--- src/rtl/dr_link_pkg.sv ---
package dr_link_pkg;

    typedef enum logic [1:0] {
        TX_IDLE = 2'd0,
        TX_DATA = 2'd1,
        TX_RTZ  = 2'd2
    } tx_state_e;

    // Pair value is {true wire, false wire}
    localparam logic [1:0] PAIR_EMPTY = 2'b00;
    localparam logic [1:0] PAIR_ZERO  = 2'b01;
    localparam logic [1:0] PAIR_ONE   = 2'b10;
    localparam logic [1:0] PAIR_BAD   = 2'b11;

    function automatic logic [1:0] pair_of(input logic b);
        return b ? PAIR_ONE : PAIR_ZERO;
    endfunction

endpackage

--- src/rtl/dr_sender.sv ---
module dr_sender
    import dr_link_pkg::*;
#(
    parameter int unsigned WIDTH = 8
) (
    input  logic               clk,
    input  logic               rst_n,
    input  logic [WIDTH-1:0]   word_i,
    input  logic               send_i,
    input  logic               ack_i,
    output logic [2*WIDTH-1:0] rails_o
);

    localparam int unsigned RAILS = 2 * WIDTH;

    tx_state_e          state_q, state_d;
    logic [WIDTH-1:0]   word_q;
    logic [RAILS-1:0]   code;

    // state register
    always_ff @(posedge clk or negedge rst_n) begin
        if (!rst_n) state_q <= TX_IDLE;
        else        state_q <= state_d;
    end

    // next state
    always_comb begin
        state_d = state_q;
        unique case (state_q)
            TX_IDLE: if (send_i)  state_d = TX_DATA;
            TX_DATA: if (ack_i)   state_d = TX_RTZ;
            TX_RTZ:  if (!ack_i)  state_d = TX_IDLE;
            default:              state_d = TX_IDLE;
        endcase
    end

    always_ff @(posedge clk or negedge rst_n) begin
        if (!rst_n)                             word_q <= '0;
        else if (state_q == TX_IDLE && send_i)  word_q <= word_i;
    end

    for (genvar i = 0; i < WIDTH; i++) begin : g_enc
        assign code[2*i+1 -: 2] = pair_of(word_q[i]);
    end

    // outputs
    always_comb begin
        rails_o = '0;
        unique case (state_q)
            TX_DATA: rails_o = code;
            default: rails_o = '0;
        endcase
    end

    AST_RAILS_MONOTONIC: assert property (@(posedge clk) disable iff (!rst_n)
        ((rails_o != '0) && ($past(rails_o) != '0)) |-> (rails_o == $past(rails_o)));

    AST_DATA_UNTIL_ACK: assert property (@(posedge clk) disable iff (!rst_n)
        (state_q == TX_DATA && !ack_i) |=> (state_q == TX_DATA));

endmodule

--- src/rtl/dr_rail_cell.sv ---
module dr_rail_cell
    import dr_link_pkg::*;
(
    input  logic       clk,
    input  logic       rst_n,
    input  logic [1:0] pair_i,
    output logic       data_o,
    output logic       empty_o,
    output logic       bad_o,
    output logic       bit_o,
    output logic       leaf_o
);

    logic hold_q;

    assign data_o  = (pair_i == PAIR_ZERO) || (pair_i == PAIR_ONE);
    assign empty_o = (pair_i == PAIR_EMPTY);
    assign bad_o   = (pair_i == PAIR_BAD);
    assign bit_o   = pair_i[1];

    // leaf C-element: set on data, clear on empty, hold otherwise
    assign leaf_o = data_o | (hold_q & ~empty_o);

    always_ff @(posedge clk or negedge rst_n) begin
        if (!rst_n) hold_q <= 1'b0;
        else        hold_q <= leaf_o;
    end

endmodule

--- src/rtl/dr_c_tree.sv ---
module dr_c_tree #(
    parameter int unsigned LEAVES = 8
) (
    input  logic              clk,
    input  logic              rst_n,
    input  logic [LEAVES-1:0] leaf_i,
    output logic              root_o,
    output logic              done_o
);

    localparam int unsigned LEVELS = (LEAVES < 2) ? 1 : $clog2(LEAVES);
    localparam int unsigned SPAN   = 1 << LEVELS;

    logic [2*SPAN-1:1] node;
    logic [SPAN-1:1]   hold_q;

    for (genvar j = 0; j < SPAN; j++) begin : g_leaf
        if (j < LEAVES) begin : g_real
            assign node[SPAN+j] = leaf_i[j];
        end else begin : g_pad
            assign node[SPAN+j] = leaf_i[0];
        end
    end

    for (genvar n = 1; n < SPAN; n++) begin : g_cel
        assign node[n] = (node[2*n] & node[2*n+1]) |
                         (hold_q[n] & (node[2*n] | node[2*n+1]));
    end

    always_ff @(posedge clk or negedge rst_n) begin
        if (!rst_n) hold_q <= '0;
        else begin
            for (int n = 1; n < SPAN; n++) hold_q[n] <= node[n];
        end
    end

    assign root_o = node[1];
    assign done_o = hold_q[1];

endmodule

--- src/rtl/dr_link.sv ---
module dr_link #(
    parameter int unsigned WIDTH = 8
) (
    input  logic                 clk,
    input  logic                 rst_n,
    input  logic [WIDTH-1:0]     tx_word,
    input  logic                 tx_send,
    output logic [2*WIDTH-1:0]   tx_rails,
    input  logic [2*WIDTH-1:0]   rx_rails,
    output logic [WIDTH-1:0]     rx_word,
    output logic                 rx_done,
    output logic                 rx_err
);

    logic [WIDTH-1:0] bit_data, bit_empty, bit_bad, bit_val, bit_leaf;
    logic             root_z;
    logic             all_data, all_empty, any_bad;
    logic [WIDTH-1:0] word_q;
    logic             err_q;

    dr_sender #(.WIDTH(WIDTH)) u_tx (
        .clk     (clk),
        .rst_n   (rst_n),
        .word_i  (tx_word),
        .send_i  (tx_send),
        .ack_i   (rx_done),
        .rails_o (tx_rails)
    );

    for (genvar i = 0; i < WIDTH; i++) begin : g_cell
        dr_rail_cell u_cell (
            .clk     (clk),
            .rst_n   (rst_n),
            .pair_i  (rx_rails[2*i+1 -: 2]),
            .data_o  (bit_data[i]),
            .empty_o (bit_empty[i]),
            .bad_o   (bit_bad[i]),
            .bit_o   (bit_val[i]),
            .leaf_o  (bit_leaf[i])
        );
    end

    dr_c_tree #(.LEAVES(WIDTH)) u_tree (
        .clk    (clk),
        .rst_n  (rst_n),
        .leaf_i (bit_leaf),
        .root_o (root_z),
        .done_o (rx_done)
    );

    assign all_data  = &bit_data;
    assign all_empty = &bit_empty;
    assign any_bad   = |bit_bad;

    always_ff @(posedge clk or negedge rst_n) begin
        if (!rst_n) begin
            word_q <= '0;
            err_q  <= 1'b0;
        end else begin
            if (root_z && !rx_done) word_q <= bit_val;
            err_q <= any_bad;
        end
    end

    assign rx_word = word_q;
    assign rx_err  = err_q;

    AST_DONE_RISE_ALL_DATA: assert property (@(posedge clk) disable iff (!rst_n)
        $rose(rx_done) |-> $past(all_data));

    AST_DONE_FALL_ALL_EMPTY: assert property (@(posedge clk) disable iff (!rst_n)
        $fell(rx_done) |-> $past(all_empty));

    AST_DONE_HOLD_MIXED: assert property (@(posedge clk) disable iff (!rst_n)
        (!all_data && !all_empty) |=> $stable(rx_done));

    AST_WORD_ONLY_ON_RISE: assert property (@(posedge clk) disable iff (!rst_n)
        !$rose(rx_done) |-> $stable(rx_word));

endmodule

--- config.mk ---
export PLATFORM = sky130hd
export DESIGN_NAME = dr_link
export DESIGN_NICKNAME = d
export VERILOG_FILES = /design/src/rtl/dr_link_pkg.sv /design/src/rtl/dr_sender.sv /design/src/rtl/dr_rail_cell.sv /design/src/rtl/dr_c_tree.sv /design/src/rtl/dr_link.sv
export SDC_FILE = /design/constraint.sdc
export NUM_CORES = 1
export LEC_CHECK = 0
export ABC_AREA = 1
export ABC_CLOCK_PERIOD_IN_PS = 1460
export BUFFER_PORTS_ARGS = -buffer_cell sky130_fd_sc_hd__buf_4
export CELL_PAD_IN_SITES_DETAIL_PLACEMENT = 1
export CELL_PAD_IN_SITES_GLOBAL_PLACEMENT = 2
export CORE_ASPECT_RATIO = 1.75
export CORE_MARGIN = 4
export CORE_UTILIZATION = 30
export CTS_CLUSTER_DIAMETER = 120
export DETAILED_ROUTE_END_ITERATION = 10
export PLACE_DENSITY_LB_ADDON = 0.1
export SYNTH_ARGS = -nofsm -noshare
export SYNTH_HDL_FRONTEND = slang
export SYNTH_SLANG_ARGS = --single-unit
--- constraint.sdc ---
create_clock -name clk -period 1.46 [get_ports clk]
set_input_delay 0.146 -clock clk [delete_from_list [all_inputs] [get_ports clk]]
set_output_delay 0.146 -clock clk [all_outputs]
set_load 0.02 [all_outputs]
Yosys cells after proc, flatten, opt, wreduce, memory -nomap -nowiden
Cells that the tools add are included.
{"block": "op_classes", "n_reduce_logical": 22, "mux": 13, "n_eq_ne": 29, "n_bitwise": 52}
{"operator": "2-bit equality test (second input constant)", "n": 17}
{"operator": "1-bit AND", "n": 22}
{"operator": "2-bit two-way mux", "n": 11}
{"operator": "1-bit bitwise OR", "n": 22}
{"operator": "2-bit by 1-bit equality test with 1-bit output (second input constant)", "n": 9}
{"operator": "2-bit zero test", "n": 9}
{"operator": "16-bit two-way mux", "n": 1}
{"operator": "1-bit logical OR", "n": 8}
{"operator": "1-bit inverter", "n": 8}
{"operator": "8-bit OR reduction", "n": 1}
{"operator": "2-bit one-hot mux with 3 select lines", "n": 1}
{"operator": "2-bit != test (second input constant)", "n": 2}
{"operator": "3-bit AND reduction", "n": 1}
{"operator": "1-bit logical AND", "n": 2}
{"operator": "2-bit by 1-bit != test with 1-bit output (second input constant)", "n": 1}
{"operator": "1-bit zero test", "n": 1}
{"block": "totals", "word_cells": 129, "out_inout_bits": 26, "register_bits": 34}

Logic depth before layout (Yosys ltp)
Gate-level depths: netlist of the first run.
{"block": "depth", "depth_word": 14, "depth_mapped": 12}

Modules after synthesis
From an unflattened synthesis of the first run, not the netlist that was laid out.
{"block": "unflattened", "cells_unflattened": 243, "area_unflattened_um2": 1895.6}
{"module": "dr_rail_cell", "n_inst": 8, "cells_per_inst": 10, "seq_area_each_um2": 25.0, "area_each_um2": 80.1}
{"module": "dr_sender", "n_inst": 1, "cells_per_inst": 68, "seq_area_each_um2": 250.2, "area_each_um2": 509.2}
{"module": "dr_link", "n_inst": 1, "cells_per_inst": 51, "seq_area_each_um2": 225.2, "area_each_um2": 407.9}
{"module": "dr_c_tree", "n_inst": 1, "cells_per_inst": 44, "seq_area_each_um2": 175.2, "area_each_um2": 337.8}

Worst setup path before layout of the first run
No wires, ideal clock.
{"block": "synth_path", "path_kind": "reg-to-output", "startpoint": "register u_tx.state_q[1]", "endpoint": "output port tx_rails[0]", "path_slack_ns": 0.131, "stages_incl_launch_ff": 5, "t_arrival_ns": 1.183, "t_required_ns": 1.314, "path_cell_list": "dfrtp_1 -> or2_1 -> buf_2 -> buf_2 -> nor2_1"}
{"block": "synth_between", "elab_chain_len": 2}
{"item": "start: declaration", "line_no": "dr_sender.sv:16", "rtl": "tx_state_e state_q, state_d;"}
{"item": "start signal: assignment", "line_no": "dr_sender.sv:23", "rtl": "else state_q <= state_d;"}
{"item": "2-bit by 1-bit equality test with 1-bit output", "line_no": "dr_sender.sv:49", "rtl": "unique case (state_q)"}
{"item": "16-bit two-way mux", "line_no": "dr_sender.sv:49"}
{"item": "end: declaration", "line_no": "dr_link.sv:8", "rtl": "output logic [2*WIDTH-1:0] tx_rails,"}
Every way passes these cells.

Worst setup path after layout of the first run
{"block": "layout_path", "startpoint": "register u_tx.state_q[1]", "endpoint": "output port tx_rails[10]"}
The elaborated chain is that of the path after synthesis.

==> impl_metrics.yaml, run 1 <==
grt:
  grt_use_total_pct: 13.6
  grt_pass1_wl_um: 7670
  overflow: 0
  grt_max_degree: 35
  grt_pass1_vias: 1682
  antenna_found_initial: 0
sta:
  tightest_slew_ps: 514
  period_needed_ps: 1480
  setup_tns_ps: -33.8
  finalWorstSetupSlack_ps: -21.8
  hold_violations: 0
  rsz0062_at_grt: "yes"
  slew_violations: 0
  fmaxAchievable_mhz: 675
  finalCritPeriodShare_pct: 101
  slew_headroom_pct: 65.6
  clock_skew_ps: 7.56
  setup_viol: 4
pwr:
  powerDensity_mw_per_mm2: 1220
  power_leakage_uw: 0.00149
  irDropWorstVdd_mv: 0.474
synth:
  synth.mux.area_fraction_pct: 0
  syn-cell-area_sq_mm: 0.00181
  yosys.area_share.simple_pct: 23.0
  yosysUniqueCellTypes: 25
  yosysSeqAreaShare_pct: 47.1
  synth-compound-area-share_pct: 6.93
  synth_xor_xnor_area_share_pct: 0
  ys_ff_latch: 34
  synth_top_family_by_area: "simple AND/OR/NAND/NOR gates"
  synth_cells: 204
  yosys_warnings: 0
  synth_adder_area_share_pct: 11.1
  synth_nets: 247
  synth_area_per_cell_sq_um: 8.85
cells_and_area:
  layout.nets: 320
  nFillCells: 719
  multi_input_area_sq_um: 821
  areaGrowthSynthToFinish_pct: 47.3
  final-instance-count-excl-fill: 356
  regArea_sq_um: 851
  drive_gt1_share_pct: 43.2
  diodes: 0
worst_setup_path:
  path_buf_inv: 2
  cp_common_cell: "buf_6"
  path_delay_family: "simple AND/OR/NAND/NOR gates"
  cp.arrival_ps: 1340
  worstSetupPathType: "flip-flop to primary output"
  endpoint_kind: "primary output"
  worst_setup_path_start_kind: "flip-flop"
  cpMaxStageDelayCell: "dfrtp_1"
  path_cells: "or2_4, buf_6, nor2_2, buf_6"
  critPathMaxFanout: 6
  cp_slowest_stage_delay_ps: 380
  required_ps: 1310
clock_network:
  cts-buffers-inserted: 5
  tritoncts: "built"
  clock_latency_ps: 290
  htree_levels: 2
  clock_path_buffers: 2
  clk_root_buffer_cell: "clkbuf_8"
  cts.clk_slew.worst_paths_ps: 70
  cts.sinks: 34
floorplanning:
  rows: 37
  die_y_um: 111
  die-area_sq_mm: 0.00737
  core_sq_mm: 0.00588
  fp.dieW_um: 66.6
  ios: 53
  start_util_pct: 30.7
placement:
  post-place-ws_ps: -105
  place_inst: 343
  hpwl_um: 3600
  port-buffer-count: 52
  gp_congestion: 0.692
status:
  status: "finished with violations"
  violations: "negative setup slack"
detailed_routing:
  drt_iter0_drc: 19
  ant_nets: 0
  routed_wl_um: 4630
  vias: 1546
  firstDrtPassIters: 2
  drc: 0
  drt-vias-per-instance: 4.34
  wire_per_inst_um: 13.0
job:
  cap_violations: 0
min_path:
  hp-class: "primary input to flip-flop"
==> tightest hold or removal path: cells and delay by family <==
| family | cells | cell delay [ps] |
|---|---|---|
| and+or+nand+nor | 1 | 30 |
| AOI/OAI and AO/OA | 1 | 100 |
| buffers and inverters | 1 | 80 |
==> state kept, by name, summed over array words and instances (netlist names) <==
| signal | cells |
|---|---|
| g_cell.u_cell.hold_q | 8 |
| rx_word | 8 |
| u_tx.word_q | 8 |
| u_tree.hold_q | 7 |
| u_tx.state_q | 2 |
| rx_err | 1 |
==> report_power, final <==
group	internal [uW]	switching (uW)	leakage, uW	total [uW]
registers	1110	113	0.000374	1220
clock network	511	351	0.0000524	862
logic	516	636	0.00106	1150
total	2130	1100	0.00149	3230
==> cells by family (layout without fill, tap and decap cells) <==
logic type | after synthesis | after routing
compound gates | 16 | 16
fa+ha+maj | 16 | 16
buf+inv | 50 | 124
flops | 34 | 34
simple gates | 88 | 88
==> metal layers <==
layer / track usage (%) / vias up / part of all wire, %
met2: 26.4 / 31 / 62
li1: - / 766 / -
met4: 4.48 / 0 / 1.2
met3: 2.54 / 5 / 3.8
met1: 13.6 / 744 / 33
met5: 0 / - / 0
==> path summary, 6_finish.rpt <==
kind	startpoint	depth (start not counted)	end	slack, ps
worst max register to register	g_cell[1].u_cell.hold_q$_DFF_PN0_	9	rx_word[1]$_DFFE_PN0P_	130
worst min-delay path	tx_word[4]	3	u_tx.word_q[4]$_DFFE_PN0P_	110
min in group asynchronous	rst_n	2	u_tx.state_q[1]$_DFFE_PN0P_	360
worst max-delay path	u_tx.state_q[1]$_DFFE_PN0P_	4	tx_rails[10]	-20
max in group asynchronous	rst_n	2	rx_word[4]$_DFFE_PN0P_	780
worst min register to register	rx_word[7]$_DFFE_PN0P_	2	rx_word[7]$_DFFE_PN0P_	470
==> area by class of cell <==
cell class	count	area share, %
sequential	34	32.0
clock buffer	7	2.87
timing repair buffer	72	23.3
inverter	44	6.21
tap	78	3.67
multi-input combinational	120	30.9
clock inverter	1	1.13
==> placed cells by master (no fill, tap or decap), types with 4 or more instances in the layout <==
cell / count
nand3_1: 4
nor2_2: 8
inv_1: 39
nand2_1: 31
inv_2: 5
buf_6: 15
dfrtp_1: 34
nor2_1: 10
nor2_4: 8
nand2_2: 13
ha_1: 16
nand4_1: 8
clkbuf_8: 5
a21oi_1: 9
buf_4: 54
==> synth_stat cells, drive strengths merged <==
master  instances  share of area, %
o21bai          3               2.3
a21oi          11               3.5
nand4           8               2.8
or2             1              0.35
inv            44               9.1
nand3           5               1.7
dfrtp          34                47
clkbuf          1              0.42
nand3b          1              0.42
nand2          45                12
nor2           26               5.5
buf             5               2.3
nor4            2              0.69
ha             16                11
o21ai           2               1.2
==> per-stage QoR <==
stage / cell area [sq um] / utilization (%) / hold WS, ps / total power (uW)
2_1_floorplan: 1810 / - / -150 / 1720
3_3_place_gp: 2370 / 40.3 / 133 / 2080
3_5_place_dp: 2370 / 40.3 / 135 / 2100
4_1_cts: 2560 / 43.6 / 98.3 / 3130
5_1_grt: 2660 / 45.2 / 102 / 3450
6_report: 2660 / 45.2 / 108 / 3230
==> repair_timing <==
item,4_1_cts,5_1_grt
hold buffers,1,0
setup buffers,2,1
setup endpoints to repair,16,16
pin swaps,0,1
cloned,1,0
resized for setup,20,23
endpoints found under the hold margin,34,0
No activity file was read; power rests on OpenSTA's default activity.
==> inputs of run 2 (changes only) <==
Settings changed: CORE_MARGIN 4 to 5, CTS_BUF_LIST from default to sky130_fd_sc_hd__clkbuf_4 sky130_fd_sc_hd__clkbuf_8.
==> impl_metrics.yaml, run 2 (synthesis gave the netlist of run 1 again) <==
status:
  status: "finished clean"
min_path:
  hp-class: "primary input to flip-flop"
  min_from: "tx_word[5]"
grt:
  overflow: 0
  grt_max_degree: 35
  grt_pass1_wl_um: 7470
  grt_pass1_vias: 1681
  grt_use_total_pct: 12.9
  antenna_found_initial: 0
detailed_routing:
  firstDrtPassIters: 4
  ant_nets: 0
  drc: 0
  vias: 1553
  routed_wl_um: 4770
  drt_iter0_drc: 53
  wire_per_inst_um: 13.4
  drt-vias-per-instance: 4.37
pwr:
  power_leakage_uw: 0.00146
  powerDensity_mw_per_mm2: 1140
  irDropWorstVdd_mv: 0.492
clock_network:
  clk_root_buffer_cell: "clkbuf_8"
  cts.sinks: 34
  clock_latency_ps: 280
  cts-buffers-inserted: 5
  htree_levels: 2
  tritoncts: "built"
  clock_path_buffers: 2
  cts.clk_slew.worst_paths_ps: 70
worst_setup_path:
  critPathMaxFanout: 8
  worstSetupPathType: "flip-flop to primary output"
  cp_slowest_stage_delay_ps: 360
  endpoint_kind: "primary output"
  crit-reg2reg-launch: "g_cell[0].u_cell.hold_q$_DFF_PN0_"
  worstSetupStartpoint: "u_tx.state_q[0]$_DFFE_PN0P_"
  cp.arrival_ps: 1260
  required_ps: 1310
  cpMaxStageDelayCell: "dfrtp_1"
  path_cells: "inv_2, or2_4, nor2_2, buf_6"
  worst_setup_path_start_kind: "flip-flop"
cells_and_area:
  layout.nets: 320
  drive_gt1_share_pct: 39.7
  final_cell_mix: "buf_4, inv_1, dfrtp_1"
  final_common_cell: "buf_4"
  final_area_sq_mm: 0.00252
  final_core_util_pct: 42.9
  areaGrowthSynthToFinish_pct: 39.8
  diodes: 0
sta:
  period_needed_ps: 1410
  setup_viol: 0
  slew_headroom_pct: 69.4
  clock_skew_ps: 3.19
  fmaxAchievable_mhz: 709
  tightest_slew_ps: 460
  setup_tns_ps: 0
  hold_violations: 0
  finalCritPeriodShare_pct: 96.6
  slew_violations: 0
  rsz0062_at_grt: "yes"
floorplanning:
  die-area_sq_mm: 0.00773
  die_y_um: 113
  start_util_pct: 30.7
  fp.dieW_um: 68.6
  core_sq_mm: 0.00588
  rows: 37
  ios: 53
placement:
  hpwl_um: 3620
  port-buffer-count: 52
  placed_cell_area_sq_mm: 0.00238
  gp_congestion: 0.681
job:
  cap_violations: 0
[run 2: final cells by class]
cell class              instances  area [sq um]
clock buffers                   7          83.8
well taps                      78          97.6
inverters                      44           165
repair buffers                 70           552
multi-input cells             122           776
flip-flops and latches         34           851
fillers                       729          3350
[run 2: timing repair]
action,CTS,global route
endpoints found under the setup margin,16,19
buffers inserted,1,2
pin swaps,1,3
hold buffers,1,0
cloned,0,2
endpoints found under the hold margin,34,0
resized for setup,4,8
[run 2: stage by stage]
| stage | power [uW] | setup WS (ps) | hold slack, ps | std cells |
|---|---|---|---|---|
| 2_1_floorplan | 1720 | 131 | -150 | 204 |
| 3_3_place_gp | 2090 | -59.5 | 135 | 343 |
| 3_5_place_dp | 2110 | -70.3 | 137 | 343 |
| 4_1_cts | 2840 | 2.17 | 96.4 | 351 |
| 5_1_grt | 3110 | -18.9 | 103 | 355 |
| 6_report | 2890 | 49.2 | 109 | 355 |
[run 2: worst paths after layout]
kind | slack (ps) | endpoint | cells after the start
max reg2reg | 100 | u_tree.hold_q[1]$_DFF_PN0_ | 9
min | 110 | u_tx.word_q[5]$_DFFE_PN0P_ | 3
max in group asynchronous | 770 | rx_err$_DFF_PN0_ | 2
min in group asynchronous | 360 | u_tx.word_q[5]$_DFFE_PN0P_ | 2
max | 50 | tx_rails[2] | 4
min reg2reg | 480 | rx_word[7]$_DFFE_PN0P_ | 2
[run 2: per-layer routing]
| metal | track usage, % | part of all wire (%) |
|---|---|---|
| met4 | 6.24 | 3.2 |
| met1 | 12.4 | 36 |
| met5 | 0 | 0 |
| met2 | 24.3 | 56 |
| met3 | 2.90 | 4.3 |
[run 2: critical path, delay by kind of cell, from the launching register on]
| family | cells | cell delay, ps |
|---|---|---|
| AND/OR/NAND/NOR | 2 | 430 |
| flip-flops | 1 | 360 |
| buffers and inverters | 2 | 190 |
[run 2: power breakdown]
group / switching (uW) / internal [uW]
Clock: 333 / 366
Sequential: 92.9 / 1110
Combinational: 566 / 427
Total: 992 / 1900
==> inputs of run 3 (changes only) <==
Settings changed: CTS_BUF_LIST sky130_fd_sc_hd__clkbuf_4 sky130_fd_sc_hd__clkbuf_8 to default.
==> impl_metrics.yaml, run 3 (synthesis gave the netlist of run 1 again) <==
clock_network:
  clock_path_buffers: 2
  htree_levels: 2
  tritoncts: "built"
  cts.clk_slew.worst_paths_ps: 70
  clock_latency_ps: 280
  cts.sinks: 34
  clk_root_buffer_cell: "clkbuf_8"
  cts-buffers-inserted: 5
pwr:
  irDropWorstVdd_mv: 0.497
  seq_power_share_pct: 42.0
  powerDensity_mw_per_mm2: 1130
  design_power_total_uw: 2860
  clockPowerShare_pct: 23.2
  p_sw_uw: 994
  power_leakage_uw: 0.00146
  pwr-share-comb_pct: 34.7
  sw_frac_of_total_pct: 34.8
  p_int_uw: 1860
placement:
  port-buffer-count: 52
  placed_cell_area_sq_mm: 0.00238
  hpwl_um: 3620
  gp_congestion: 0.681
  place_inst: 343
grt:
  grt_pass1_wl_um: 7490
  grt_use_total_pct: 13.0
  antenna_found_initial: 0
  grt_pass1_vias: 1679
  grt_max_degree: 35
  overflow: 0
floorplanning:
  die_y_um: 113
  ios: 53
  core_sq_mm: 0.00588
  die-area_sq_mm: 0.00773
  start_util_pct: 30.7
  rows: 37
  fp.dieW_um: 68.6
detailed_routing:
  routed_wl_um: 4770
  drt_iter0_drc: 48
  wire_per_inst_um: 13.4
  ant_nets: 0
  firstDrtPassIters: 4
  drc: 0
  vias: 1551
  drt-vias-per-instance: 4.37
sta:
  finalCritPeriodShare_pct: 96.6
  rsz0062_at_grt: "yes"
  tightest_slew_ps: 460
  setup_tns_ps: 0
  setup_viol: 0
  slew_violations: 0
  hold_violations: 0
  clock_skew_ps: 3.22
  fmaxAchievable_mhz: 709
  slew_headroom_pct: 69.3
  period_needed_ps: 1410
min_path:
  whs_path_depth: 3
  min_from: "tx_word[5]"
  hp-class: "primary input to flip-flop"
  min_to: "u_tx.word_q[5]$_DFFE_PN0P_"
worst_setup_path:
  ff2ff_path_depth: 9
  crit-reg2reg-launch: "g_cell[0].u_cell.hold_q$_DFF_PN0_"
  required_ps: 1310
  worstSetupPathType: "flip-flop to primary output"
  endpoint_kind: "primary output"
  worst_setup_path_start_kind: "flip-flop"
  cp.arrival_ps: 1260
  r2r_setup_slack_ps: 100
  critPathMaxFanout: 8
  r2r-end: "u_tree.hold_q[1]$_DFF_PN0_"
cells_and_area:
  final_core_util_pct: 42.8
  nFillCells: 731
  final-instance-count-excl-fill: 355
  final_common_cell: "buf_4"
  diodes: 0
  layout.nets: 320
  areaGrowthSynthToFinish_pct: 39.4
  drive_gt1_share_pct: 39.0
  final_area_sq_mm: 0.00252
  regArea_sq_um: 851
  multi_input_area_sq_um: 776
  final_cell_mix: "buf_4, inv_1, dfrtp_1"
status:
  status: "finished clean"
job:
  cap_violations: 0
[run 3: cell counts in the layout (fill, tap and decap cells not counted)]
Identical to the previous run, type by type.
[run 3: area by class of cell]
cell class | count | share of cell area, %
multi-input cells | 122 | 30.8
flip-flops and latches | 34 | 33.8
inverters | 44 | 6.56
well taps | 78 | 3.88
clock buffers | 7 | 3.03
repair buffers | 70 | 21.9
[run 3: worst max-delay path, cell delays in order, from the launching register on]
cell	delay, ps
dfrtp_1	360
inv_2	60
or2_4	310
nor2_2	120
buf_6	130
[run 3: through the flow]
stage | hold slack [ps] | worst slack, ps
floorplan | -150 | 131
finish | 109 | 49.2
global placement | 135 | -59.5
detailed placement | 137 | -70.3
global route | 103 | -18.9
CTS | 96.4 | 2.17
[run 3: worst max path at each step]
| stage | from | end | slack (ps) |
|---|---|---|---|
| global route | u_tx.state_q[0]$_DFFE_PN0P_ | tx_rails[11] | -20 |
| floorplan | u_tx.state_q[1]$_DFFE_PN0P_ | tx_rails[0] | 130 |
| detailed placement | rx_rails[0] | rx_word[2]$_DFFE_PN0P_ | -70 |
| global placement | rx_rails[0] | rx_word[6]$_DFFE_PN0P_ | -60 |
| finish | u_tx.state_q[0]$_DFFE_PN0P_ | tx_rails[2] | 50 |
| CTS | u_tx.state_q[0]$_DFFE_PN0P_ | tx_rails[13] | 2 |
[run 3: power groups by stage]
stage                     Combinational [uW]  Clock [uW]  Sequential [uW]
after floorplan                          521           0             1200
after global placement                   892           0             1200
after detailed placement                 906           0             1210
after CTS                                916         699             1190
after global routing                    1110         734             1220
final                                    992         664             1200
[run 3: timing repair]
item,4_1_cts,5_1_grt
setup endpoints to repair,16,19
endpoints found under the hold margin,34,0
pin swaps,1,3
resized for setup,4,8
hold buffers,1,0
gates cloned,0,2
buffers inserted,1,2
[run 3: metal layers]
metal / global-route usage, % / wire, um / share of wire (%) / up-vias
met3: 2.90 / 203 / 4.3 / 9
met2: 24.3 / 2690 / 56 / 35
met1: 12.4 / 1720 / 36 / 746
li1: - / - / - / 761
met4: 6.24 / 153 / 3.2 / 0
met5: 0 / 0 / 0 / -
